File: src/rtl/tsc_pkg.sv
package tsc_pkg;

    typedef enum logic [2:0] {
        MODE_FREE   = 3'd0,
        MODE_ENC_B  = 3'd1,
        MODE_ENC_A  = 3'd2,
        MODE_ENC_AB = 3'd3,
        MODE_RESET  = 3'd4,
        MODE_GATED  = 3'd5,
        MODE_START  = 3'd6,
        MODE_EXTCLK = 3'd7
    } slave_mode_e;

    // Synchronised view of one asynchronous line
    typedef struct packed {
        logic lvl;
        logic rise;
        logic fall;
    } edge_t;

    // One cycle's request to the counter
    typedef struct packed {
        logic step;
        logic down;
        logic dir_upd;
        logic reinit;
        logic trig_evt;
    } step_req_t;

    // Direction for a channel 1 edge: up when the channels differ afterwards
    function automatic logic down_on_ch1(logic a, logic b);
        return ~(a ^ b);
    endfunction

    // Direction for a channel 2 edge: up when the channels match afterwards
    function automatic logic down_on_ch2(logic a, logic b);
        return a ^ b;
    endfunction

endpackage

File: src/rtl/tsc_sync.sv
module tsc_sync #(
    parameter int W      = 3,
    parameter int STAGES = 2
) (
    input  logic         clk,
    input  logic         rst,
    input  logic [W-1:0] d_i,
    output logic [W-1:0] lvl_o,
    output logic [W-1:0] rise_o,
    output logic [W-1:0] fall_o
);
    localparam int CHAIN = STAGES + 1;

    for (genvar g = 0; g < W; g++) begin : g_bit
        logic [CHAIN-1:0] sh;

        always_ff @(posedge clk) begin
            if (rst) sh <= '0;
            else     sh <= {sh[CHAIN-2:0], d_i[g]};
        end

        assign lvl_o[g]  = sh[STAGES-1];
        assign rise_o[g] = sh[STAGES-1] & ~sh[STAGES];
        assign fall_o[g] = ~sh[STAGES-1] & sh[STAGES];
    end
endmodule

File: src/rtl/tsc_step_decode.sv
module tsc_step_decode
    import tsc_pkg::*;
(
    input  slave_mode_e mode_i,
    input  logic        run_i,
    input  logic        tick_i,
    input  logic        dir_cfg_i,
    input  edge_t       a_i,
    input  edge_t       b_i,
    input  edge_t       t_i,
    output step_req_t   req_o
);
    logic a_edge, b_edge;

    assign a_edge = a_i.rise | a_i.fall;
    assign b_edge = b_i.rise | b_i.fall;

    always_comb begin
        req_o         = '0;
        req_o.down    = dir_cfg_i;
        req_o.dir_upd = 1'b1;
        unique case (mode_i)
            MODE_FREE: req_o.step = run_i & tick_i;
            MODE_ENC_B: begin
                req_o.step    = run_i & b_edge;
                req_o.down    = down_on_ch2(a_i.lvl, b_i.lvl);
                req_o.dir_upd = run_i & b_edge;
            end
            MODE_ENC_A: begin
                req_o.step    = run_i & a_edge;
                req_o.down    = down_on_ch1(a_i.lvl, b_i.lvl);
                req_o.dir_upd = run_i & a_edge;
            end
            MODE_ENC_AB: begin
                req_o.step    = run_i & (a_edge ^ b_edge);
                req_o.down    = a_edge ? down_on_ch1(a_i.lvl, b_i.lvl)
                                       : down_on_ch2(a_i.lvl, b_i.lvl);
                req_o.dir_upd = run_i & (a_edge ^ b_edge);
            end
            MODE_RESET: begin
                req_o.step     = run_i & tick_i;
                req_o.reinit   = t_i.rise;
                req_o.trig_evt = t_i.rise;
            end
            MODE_GATED: begin
                req_o.step     = run_i & tick_i & t_i.lvl;
                req_o.trig_evt = t_i.rise | t_i.fall;
            end
            MODE_START: begin
                req_o.step     = run_i & tick_i;
                req_o.trig_evt = t_i.rise;
            end
            MODE_EXTCLK: begin
                req_o.step     = run_i & t_i.rise;
                req_o.trig_evt = t_i.rise;
            end
            default: req_o = '0;
        endcase
    end
endmodule

File: src/rtl/tsc_counter.sv
module tsc_counter
    import tsc_pkg::*;
#(
    parameter int CNT_W = 16
) (
    input  logic             clk,
    input  logic             rst,
    input  step_req_t        req_i,
    input  logic [CNT_W-1:0] reload_i,
    output logic [CNT_W-1:0] cnt_o,
    output logic             dir_o,
    output logic             upd_o,
    output logic             tflag_o
);
    localparam logic [CNT_W-1:0] ONE = CNT_W'(1);

    logic [CNT_W-1:0] cnt_q;
    logic             dir_q, upd_q, tflag_q;

    always_ff @(posedge clk) begin
        if (rst) begin
            cnt_q   <= '0;
            dir_q   <= 1'b0;
            upd_q   <= 1'b0;
            tflag_q <= 1'b0;
        end else begin
            upd_q   <= 1'b0;
            tflag_q <= req_i.trig_evt;
            if (req_i.dir_upd) dir_q <= req_i.down;
            if (req_i.reinit) begin
                cnt_q <= req_i.down ? reload_i : '0;
                upd_q <= 1'b1;
            end else if (req_i.step) begin
                if (!req_i.down) begin
                    if (cnt_q >= reload_i) begin
                        cnt_q <= '0;
                        upd_q <= 1'b1;
                    end else begin
                        cnt_q <= cnt_q + ONE;
                    end
                end else begin
                    if (cnt_q == '0) begin
                        cnt_q <= reload_i;
                        upd_q <= 1'b1;
                    end else begin
                        cnt_q <= cnt_q - ONE;
                    end
                end
            end
        end
    end

    assign cnt_o   = cnt_q;
    assign dir_o   = dir_q;
    assign upd_o   = upd_q;
    assign tflag_o = tflag_q;

    // upward wrap to zero with an update event
    assert_up_wrap_R3: assert property (@(posedge clk) disable iff (rst)
        (req_i.step && !req_i.reinit && !req_i.down && cnt_q >= reload_i)
        |=> (cnt_q == '0 && upd_q));

    // downward wrap to the reload bound with an update event
    assert_down_wrap_R3: assert property (@(posedge clk) disable iff (rst)
        (req_i.step && !req_i.reinit && req_i.down && cnt_q == '0)
        |=> (cnt_q == $past(reload_i) && upd_q));

    // a trigger restart while counting up clears the count
    assert_reinit_up_R7: assert property (@(posedge clk) disable iff (rst)
        (req_i.reinit && !req_i.down) |=> (cnt_q == '0 && upd_q));

    // without a step or a restart the count holds and no update fires
    assert_hold_R2: assert property (@(posedge clk) disable iff (rst)
        (!req_i.step && !req_i.reinit) |=> ($stable(cnt_q) && !upd_q));
endmodule

File: src/rtl/tmr_slave_ctrl.sv
module tmr_slave_ctrl
    import tsc_pkg::*;
#(
    parameter int CNT_W       = 16,
    parameter int SYNC_STAGES = 2
) (
    input  logic             clk,
    input  logic             rst,
    input  logic [2:0]       mode_sel,
    input  logic             cnt_en,
    input  logic             tick_en,
    input  logic             dir_cfg,
    input  logic             ch1_in,
    input  logic             ch2_in,
    input  logic             trig_in,
    input  logic [CNT_W-1:0] reload_val,
    output logic [CNT_W-1:0] cnt_val,
    output logic             dir_down,
    output logic             upd_pulse,
    output logic             trig_flag
);
    localparam int NLINES = 3;

    logic [NLINES-1:0] s_lvl, s_rise, s_fall;
    edge_t             a_e, b_e, t_e;
    slave_mode_e       mode;
    logic              started_q, run;
    step_req_t         req;

    tsc_sync #(.W(NLINES), .STAGES(SYNC_STAGES)) u_sync (
        .clk    (clk),
        .rst    (rst),
        .d_i    ({trig_in, ch2_in, ch1_in}),
        .lvl_o  (s_lvl),
        .rise_o (s_rise),
        .fall_o (s_fall)
    );

    assign a_e  = '{lvl: s_lvl[0], rise: s_rise[0], fall: s_fall[0]};
    assign b_e  = '{lvl: s_lvl[1], rise: s_rise[1], fall: s_fall[1]};
    assign t_e  = '{lvl: s_lvl[2], rise: s_rise[2], fall: s_fall[2]};
    assign mode = slave_mode_e'(mode_sel);

    // Start latched by the trigger in mode 6; only reset clears it
    always_ff @(posedge clk) begin
        if (rst)                                started_q <= 1'b0;
        else if (mode == MODE_START && t_e.rise) started_q <= 1'b1;
    end

    assign run = cnt_en | started_q;

    tsc_step_decode u_dec (
        .mode_i    (mode),
        .run_i     (run),
        .tick_i    (tick_en),
        .dir_cfg_i (dir_cfg),
        .a_i       (a_e),
        .b_i       (b_e),
        .t_i       (t_e),
        .req_o     (req)
    );

    tsc_counter #(.CNT_W(CNT_W)) u_cnt (
        .clk      (clk),
        .rst      (rst),
        .req_i    (req),
        .reload_i (reload_val),
        .cnt_o    (cnt_val),
        .dir_o    (dir_down),
        .upd_o    (upd_pulse),
        .tflag_o  (trig_flag)
    );

    // a low synchronised trigger freezes the count in gated mode
    assert_gated_hold_R8: assert property (@(posedge clk) disable iff (rst)
        (mode == MODE_GATED && !t_e.lvl) |=> $stable(cnt_val));

    // once latched, the start stays set until reset
    assert_start_sticky_R9: assert property (@(posedge clk) disable iff (rst)
        started_q |=> started_q);
endmodule

File: config.mk
export PLATFORM = sky130hd
export DESIGN_NAME = tmr_slave_ctrl
export DESIGN_NICKNAME = d
export VERILOG_FILES = /design/src/rtl/tsc_pkg.sv /design/src/rtl/tsc_sync.sv /design/src/rtl/tsc_step_decode.sv /design/src/rtl/tsc_counter.sv /design/src/rtl/tmr_slave_ctrl.sv
export SDC_FILE = /design/constraint.sdc
export NUM_CORES = 1
export LEC_CHECK = 0
export CORE_ASPECT_RATIO = 1.25
export CORE_UTILIZATION = 51
export DETAILED_ROUTE_END_ITERATION = 12
export DONT_BUFFER_PORTS = 1
export PLACE_DENSITY = 0.66
export SETUP_SLACK_MARGIN = 0.05
export SLEW_MARGIN = 20
export SYNTH_ARGS = -nofsm -noshare
export SYNTH_HDL_FRONTEND = slang
export SYNTH_SLANG_ARGS = --single-unit
File: constraint.sdc
create_clock -name clk -period 4.8 [get_ports clk]
set_input_delay 0.96 -clock clk [delete_from_list [all_inputs] [get_ports clk]]
set_output_delay 0.96 -clock clk [all_outputs]
set_load 0.02 [all_outputs]
==> results of run 1 <==
per-stage QoR:
stage          worst slack (ps)  std cells  utilization (%)  total power [mW]  hold WS (ps)
6_report                   1820        378             55.8             0.910           437
5_1_grt                    1500        378             55.8             0.977           453
4_1_cts                    1810        378             55.8             0.909           441
3_5_place_dp               1520        370             54.0             0.713           426
3_3_place_gp               1590        370             54.0             0.711           422
2_1_floorplan              1920        330                -             0.642           414
metal layers:
metal  GRT usage, %  routed length, um
met1           29.7               2730
met2           49.4               3350
met3           5.29                289
met4           8.22                 69
met5              0                  0
cell usage in the layout, fill, tap and decap left out, types with 2 or more instances in the layout:
cell type and instances:
and3_2 2, xnor2_1 7, clkbuf_8 5, nor4_1 2, mux2i_1 2, ha_1 20
o32ai_1 4, nor3_1 5, xor2_1 3, nand4_1 2, inv_1 24, nor2b_1 12
a211oi_1 4, and3_1 3, a21oi_1 19, clkinv_2 2, nand4b_1 2, nand2_1 38
a32oi_1 3, nand3b_1 7, buf_4 2, o31ai_1 3, a31oi_1 8, and4_1 2
a2111oi_0 2, and2_1 3, nor2_1 25, o21ai_1 8, dfxtp_1 29, or3_1 4
o211ai_1 11, nand3_1 12, a22oi_1 2, o22ai_1 3, nand2b_1 4, a221oi_1 2
o21ai_0 12
registers in the layout, indices dropped and copies added (netlist names):
name	flops
u_cnt.dir_o	1
u_sync.g_bit.sh	9
u_cnt.tflag_o	1
u_cnt.upd_o	1
started_q	1
u_cnt.cnt_o	16
power breakdown:
part           internal [mW]  switching, mW  total [mW]
Combinational          0.163          0.224       0.387
Sequential             0.260         0.0656       0.326
Clock                  0.100         0.0972       0.197
how the worst max path moves through the flow:
stage / to
2_1_floorplan: u_cnt.cnt_o[13]
3_3_place_gp: u_cnt.cnt_o[8]
3_5_place_dp: u_cnt.cnt_o[8]
4_1_cts: u_cnt.cnt_o[8]
5_1_grt: u_cnt.cnt_o[8]
6_report: u_cnt.cnt_o[8]
critical path: cells and delay by family:
family | cells | cell delay [ps]
simple gates | 5 | 1510
compound gates | 2 | 410
fa+ha+maj | 1 | 290
buf+inv | 1 | 20
cells by family (layout without fill, tap and decap cells):
| logic type | count (synthesis) | after routing | share of synthesized area, % |
|---|---|---|---|
| compound gates | 89 | 89 | 23.5 |
| xor+xnor | 10 | 10 | 3.55 |
| fa+ha+maj | 20 | 20 | 10.1 |
| buf+inv | 45 | 35 | 8.47 |
| flops | 29 | 29 | 23.5 |
| mux | 2 | 2 | 0.812 |
| simple gates | 135 | 135 | 29.9 |
synth_stat cells, types with 3 or more instances:
master,number
a211oi_1,4
a21oi_1,20
a31oi_1,8
a32oi_1,3
and2_1,3
and3_1,3
buf_2,4
buf_6,3
clkbuf_1,10
dfxtp_1,29
ha_1,20
inv_1,24
nand2_1,38
nand2b_1,4
nand3_1,12
nand3b_1,7
nor2_1,25
nor2b_1,12
nor3_1,5
o211ai_1,11
o21ai_0,12
o21ai_1,8
o22ai_1,3
o31ai_1,3
o32ai_1,4
or3_1,4
xnor2_1,7
xor2_1,3
layout make-up:
type / instances / area [sq um] / share of cell area, %
Tap cell: 58 / 72.6 / 2.87
Inverter: 25 / 93.8 / 3.72
Clock inverter: 2 / 10.0 / 0.396
Sequential cell: 29 / 581 / 23.0
Clock buffer: 6 / 72.6 / 2.87
Multi-Input combinational cell: 256 / 1680 / 66.6
Timing Repair Buffer: 2 / 15.0 / 0.595
==> metrics, run 1 <==
status finished, final reports clean; root buffer cell clkbuf_8; fin crit period between 2000 and 3000 ps; Synth area leaders dfxtp_1 (24%), ha_1 (10%), nand2_1 (5.8%); 1st-iter DRT viols between 100 and 150; CP startpoint kind input pin; CTS Hold Bufs 0; Die X between 60 and 70 um; min-delay src u_sync.g_bit[1].sh[0]; final hold violations 0; cell chain of the critical path inv_1, ha_1, a211oi_1, nor2_1, nor4b_1, nand4b_4, nor2_2, nand4b_1, a31oi_1; final worst-path cycle share 62.1%; WL per Instance around 17 um; CP endpoint kind flip-flop; Final Skew approximately 7.7 ps; Max rail drop VDD ~0.23 mV; post-route cell area between 2000 and 3000 sq um; Worst path slowest cell nor4b_1; Final ANT Viol Nets 0; clock-pin slew on the worst setup and hold paths ~70 ps; CTS resizes 0; Reg-to-Reg Start u_cnt.cnt_o[13]; Worst-Skew Late Latency a little under 300 ps; Inserted Diodes 0; share of Yosys cell area claimed by the top area cell type a little under a quarter; Max stage delay on crit path roughly 500 ps; post-DP HPWL 4630 um; die height approximately 80 um; RSZ-0062 raised after global routing false; GPL Wtd Cong 0.859; Max-cap violations 0; CTS tree yes; Pleak around 1 nW; row count 27; critical path type in -> reg; synthesized net count ~380; Initial Util a little over half; reg-to-reg endpoint u_cnt.cnt_o[8]; detailed-router iteration count before antenna repair 4; first-pass GRT wire length about 10000 um; Vias 2314; Pwr per Cell Area 360 nW/um^2; Synth Flop Type dfxtp_1; Arr. time, crit path 3200 ps; core area around 4500 sq um; Syn Area/Cell between 7 and 8 sq um; relative slew slack a little under 50%; Mapped Cells 330; Worst Hold Class reg -> reg; Slew @ Worst Pin ~760 ps; register area share after synthesis a little under a quarter; Post-synth ARST share 0%; # DRC 0; H-tree Lvls 2; Setup TNS 0 ps; Port Buf Inserts 0; number of synthesized flops with an enable pin 0; clk buf depth 2; dpl cell area 2440 sq um; post-synth cell types 60; hold depth 1; Slew Limit Fails 0; vias in the first global route 2208; highest achievable clock rate approximately 340 MHz; #FFs+latches synth 29; R2R setup slack approximately 1800 ps; Die ar. approximately 5000 sq um; Tot GR Track Use around a quarter; antenna violations before repair 0; Hold EP u_sync.g_bit[1].sh[1]; Critical Path Fanout Max 18; Synth area leader dfxtp_1; Post-Route WL between 6000 and 7000 um; R2R cell count 8; # IOs between 40 and 50; DR vias/cell ~6.1; Syn-to-layout area delta 2.38%; post-CTS setup buffer count 0; global route total overflow 0; total CTS buffers 5; final setup violation count 0; Yosys warnings 0; clock sink total 29; Mapped Area between 2000 and 2500 sq um; worst setup path start reload_val[13]; Fill cells between 400 and 500; Nets 366; Req. time, crit path 5020 ps; share of cells above drive strength 1 under 10%; largest net degree at the start of global routing 30
Power figures use the tool's default switching activity.
==> run 2: changes to the inputs <==
clock period = 2.88 ns   (was 4.8 ns; I/O delays follow)
==> metrics, run 2 (synthesis gave the netlist of run 1 again) <==
final hold violations 0; min-delay src rst; Max-cap violations 0; Port Buf Inserts 0; Reg-to-Reg Start u_cnt.cnt_o[9]; H-tree Lvls 2; first-pass GRT wire length between 10000 and 15000 um; Setup TNS 0 ps; Vias ~2400; clock-pin slew on the worst setup and hold paths 70 ps; Inserted Diodes 0; Die ar. just over 5000 sq um; highest achievable clock rate between 300 and 400 MHz; relative slew slack about 30%; CTS resizes 0; Die X about 64 um; vias in the first global route approximately 2300; CTS Hold Bufs 0; Worst-Skew Late Latency between 200 and 300 ps; Final Skew around 3.9 ps; hold depth 1; RSZ-0062 raised after global routing false; global route total overflow 0; Req. time, crit path roughly 3100 ps; CTS tree yes; final worst setup slack 266 ps; Slew @ Worst Pin 1060 ps; core area roughly 4500 sq um; Worst Hold Class in -> reg; clk buf depth 2; Slew Limit Fails 0; Post-Route WL 6510 um; DR vias/cell approximately 6; Syn-to-layout area delta 8.83%; Max rail drop VDD 0.349 mV; detailed-router iteration count before antenna repair 4; Critical Path Fanout Max 24; final worst-path cycle share a little over 90%; commonest cells after routing, fill and taps aside nand2_1 (38), dfxtp_1 (29), nor2_1 (25), inv_1 (24), buf_4 (23); die height 79.7 um; CP endpoint kind flip-flop; Pleak ~1.1 nW; max reg flops 16; dpl cell area around 2600 sq um; row count 27; worst setup path start u_cnt.cnt_o[9]; fin crit period approximately 2600 ps; pre-CTS setup slack around 29 ps; WL per Instance roughly 16 um; commonest non-fill, non-tap cell in the layout nand2_1; post-DP HPWL between 4000 and 5000 um; largest net degree at the start of global routing 30; share of cells above drive strength 1 11.7%; clock sink total 29; Pwr per Cell Area a little under 600 nW/um^2; Tot GR Track Use 27.2%; total CTS buffers 5; Initial Util between 50% and 60%; Nets 387; GPL Wtd Cong ~0.9; # IOs 46; post-layout util 59.3%; Fill cells 450; 1st-iter DRT viols about 130; critical path type reg -> reg; final setup violation count 0; post-route cell area ~2700 sq um; antenna violations before repair 0; R2R cell count 7; CP startpoint kind flip-flop; post-CTS setup buffer count 0; # DRC 0; root buffer cell clkbuf_8; total power 1.58 mW; Arr. time, crit path between 2000 and 3000 ps; Final ANT Viol Nets 0; status finished, final reports clean
[run 2: cell types whose count changed in the layout (fill, tap and decap cells not counted)]
cell | before | now
a2111oi_1 | 0 | 1
buf_4 | 2 | 23
a2111oi_0 | 2 | 1
[run 2: worst paths after layout]
| path | to | slack [ps] |
|---|---|---|
| worst max register to register | u_cnt.cnt_o[4] | 270 |
| worst max-delay path | u_cnt.cnt_o[4] | 270 |
| worst min register to register | u_sync.g_bit[1].sh[1] | 440 |
| worst min-delay path | u_sync.g_bit[1].sh[1] | 360 |
[run 2: stage by stage]
step,instances,hold WS (ps)
final,399,362
after detailed placement,391,424
after global routing,399,346
after CTS,399,354
after global placement,391,418
after floorplan,330,414
[run 2: power breakdown]
| group | total [mW] | internal [mW] | switching (mW) |
|---|---|---|---|
| Sequential | 0.474 | 0.433 | 0.0403 |
| Clock | 0.327 | 0.167 | 0.160 |
| Combinational | 0.775 | 0.319 | 0.456 |
[run 2: per-layer routing]
| metal | track usage (%) | part of all wire, % | vias up |
|---|---|---|---|
| li1 | - | - | 1211 |
| met3 | 4.29 | 6.6 | 14 |
| met4 | 9.78 | 2.2 | 0 |
| met5 | 0 | 0 | - |
| met1 | 32.7 | 42 | 1127 |
| met2 | 48.3 | 49 | 92 |
[run 2: critical path, stage by stage (launching register included)]
cell	delay, ps
dfxtp_1	540
or4_4	210
and4bb_1	230
a21oi_2	790
inv_1	210
o31ai_1	300
a22oi_1	120
a21oi_1	140
[run 2: area by class of cell]
type	count	area, sq um	share of cell area, %
multi-input cells	256	1680	62.7
flip-flops and latches	29	581	21.6
repair buffers	23	173	6.43
clock inverters	2	10.0	0.373
clock buffers	6	72.6	2.70
inverters	25	93.8	3.50
well taps	58	72.6	2.70
==> run 3: changes to the inputs <==
BUFFER_PORTS_ARGS = -buffer_cell sky130_fd_sc_hd__clkbuf_2   (was not set)
CTS_CLUSTER_DIAMETER = 30   (was not set)
DONT_BUFFER_PORTS = not set   (was 1)
MAX_ROUTING_LAYER = met4   (was not set)
PLACE_DENSITY = 0.74   (was 0.66)
==> metrics, run 3 (synthesis gave the netlist of run 1 again) <==
status finished, final reports clean; Inserted Diodes 0; highest achievable clock rate between 300 and 400 MHz; clock-pin slew on the worst setup and hold paths roughly 60 ps; clk buf depth 2; Max rail drop VDD 0.370 mV; Worst path slowest cell a2111oi_0; hold slack approximately 440 ps; WL per Instance 14.9 um; max reg flops 16; CP delay by family, top simple AND/OR/NAND/NOR gates; Port Buf Inserts 45; final hold violations 0; final worst setup slack slightly below 300 ps; Slew Limit Fails 0; first-pass GRT wire length around 11000 um; CP startpoint kind flip-flop; fin crit period ~2600 ps; commonest non-fill, non-tap cell in the layout clkbuf_2; # IOs 46; Pwr per Cell Area about 570 nW/um^2; DR vias/cell about 6; vias in the first global route about 2400; die height 79.7 um; Pleak 1.27 nW; Syn-to-layout area delta 16.4%; H-tree Lvls 2; met3 GRT Util approximately 5.0%; GRT met2 Usage between 40 and 50%; Critical Path Fanout Max 8; final worst-path cycle share between 80% and 90%; Vias between 2000 and 3000; Worst-Skew Late Latency 280 ps; CP endpoint kind flip-flop; worst setup path start u_cnt.cnt_o[0]; CTS Hold Bufs 0; row count 27; RSZ-0062 raised after global routing false; CTS tree yes; Die ar. just over 5000 sq um; largest net degree at the start of global routing 30; busiest layer in global routing met2; Max-cap violations 0; Die X approximately 64 um; total CTS buffers 5; GPL Wtd Cong roughly 0.9; detailed-router iteration count before antenna repair 4; core area between 4000 and 5000 sq um; pre-CTS setup slack about 180 ps; Post-Route WL around 6600 um; relative slew slack 53.8%; commonest cells after routing, fill and taps aside clkbuf_2 (45), nand2_1 (38), dfxtp_1 (29), nor2_1 (25), inv_1 (24); root buffer cell clkbuf_8; total power around 1.6 mW; # DRC 0; Req. time, crit path 3080 ps; global route total overflow 0; Final ANT Viol Nets 0; cell chain of the critical path inv_1, ha_1, nand2b_1, a2111oi_0, nand3b_1, nand4b_4, nor2_2, nand4b_1, a31oi_1; grt met1 use approximately 33%; min-delay src u_sync.g_bit[0].sh[0]; antenna violations before repair 0; 1st-iter DRT viols approximately 190; CP Buf/Inv Count 1; Setup TNS 0 ps; final setup violation count 0; post-DP HPWL between 4000 and 5000 um; Nets about 430; clock sink total 29; Final Skew about 7.0 ps; Reg-to-Reg Start u_cnt.cnt_o[0]; Initial Util 54.5%; Worst Hold Class reg -> reg; Arr. time, crit path about 2800 ps; Tot GR Track Use between 20% and 30%; share of cells above drive strength 1 approximately a fifth; Slew @ Worst Pin ~680 ps; critical path type reg -> reg; Max stage delay on crit path between 600 and 700 ps
==> run 3: changes by cell type in the layout (fill, tap and decap cells not counted), sizes merged <==
| cell | before | now |
|---|---|---|
| buf | 23 | 18 |
| clkbuf | 6 | 51 |
==> run 3: repair_timing <==
action	4_1_cts	5_1_grt
gates resized for setup	0	1
buffers inserted	0	0
endpoints found under the hold margin	0	0
setup endpoints to repair	0	1
==> run 3: worst reg2reg max path, stage by stage (launching register included) <==
cell       delay, ps
dfxtp_1          330
inv_1             90
ha_1             270
nand2b_1         130
a2111oi_0        650
nand3b_1         240
nand4b_4         130
nor2_2           360
nand4b_1         140
a31oi_1          170
==> run 3: worst paths after layout <==
kind,cells past startpoint,slack (ps),endpoint
min reg2reg,1,440,u_sync.g_bit[0].sh[1]
max reg2reg,9,300,u_cnt.cnt_o[8]
min,1,440,u_sync.g_bit[0].sh[1]
max,9,300,u_cnt.cnt_o[8]
==> run 3: per-layer routing <==
| metal | up-vias | wire [um] |
|---|---|---|
| met5 | - | 0 |
| met4 | 0 | 199 |
| met3 | 20 | 344 |
| met2 | 94 | 3190 |
| met1 | 1213 | 2820 |
| li1 | 1288 | - |
==> run 3: per-stage QoR <==
step | instance area, sq um | cells | utilization (%)
floorplan | 2470 | 330 | -
global placement | 2780 | 431 | 61.5
detailed placement | 2780 | 431 | 61.5
CTS | 2870 | 439 | 63.3
global route | 2870 | 439 | 63.4
finish | 2870 | 439 | 63.4
==> run 3: layout make-up <==
type	count	area [sq um]
multi-input cells	256	1680
fillers	440	1660
flip-flops and latches	29	581
repair buffers	63	360
inverters	25	93.8
clock buffers	6	72.6
well taps	58	72.6
clock inverters	2	10.0
==> run 3: report_power, final <==
part / internal [mW] / leakage [nW] / total [mW] / switching [mW]
registers: 0.433 / 0.237 / 0.472 / 0.0383
logic: 0.359 / 0.990 / 0.846 / 0.488
clock network: 0.167 / 0.0450 / 0.324 / 0.157
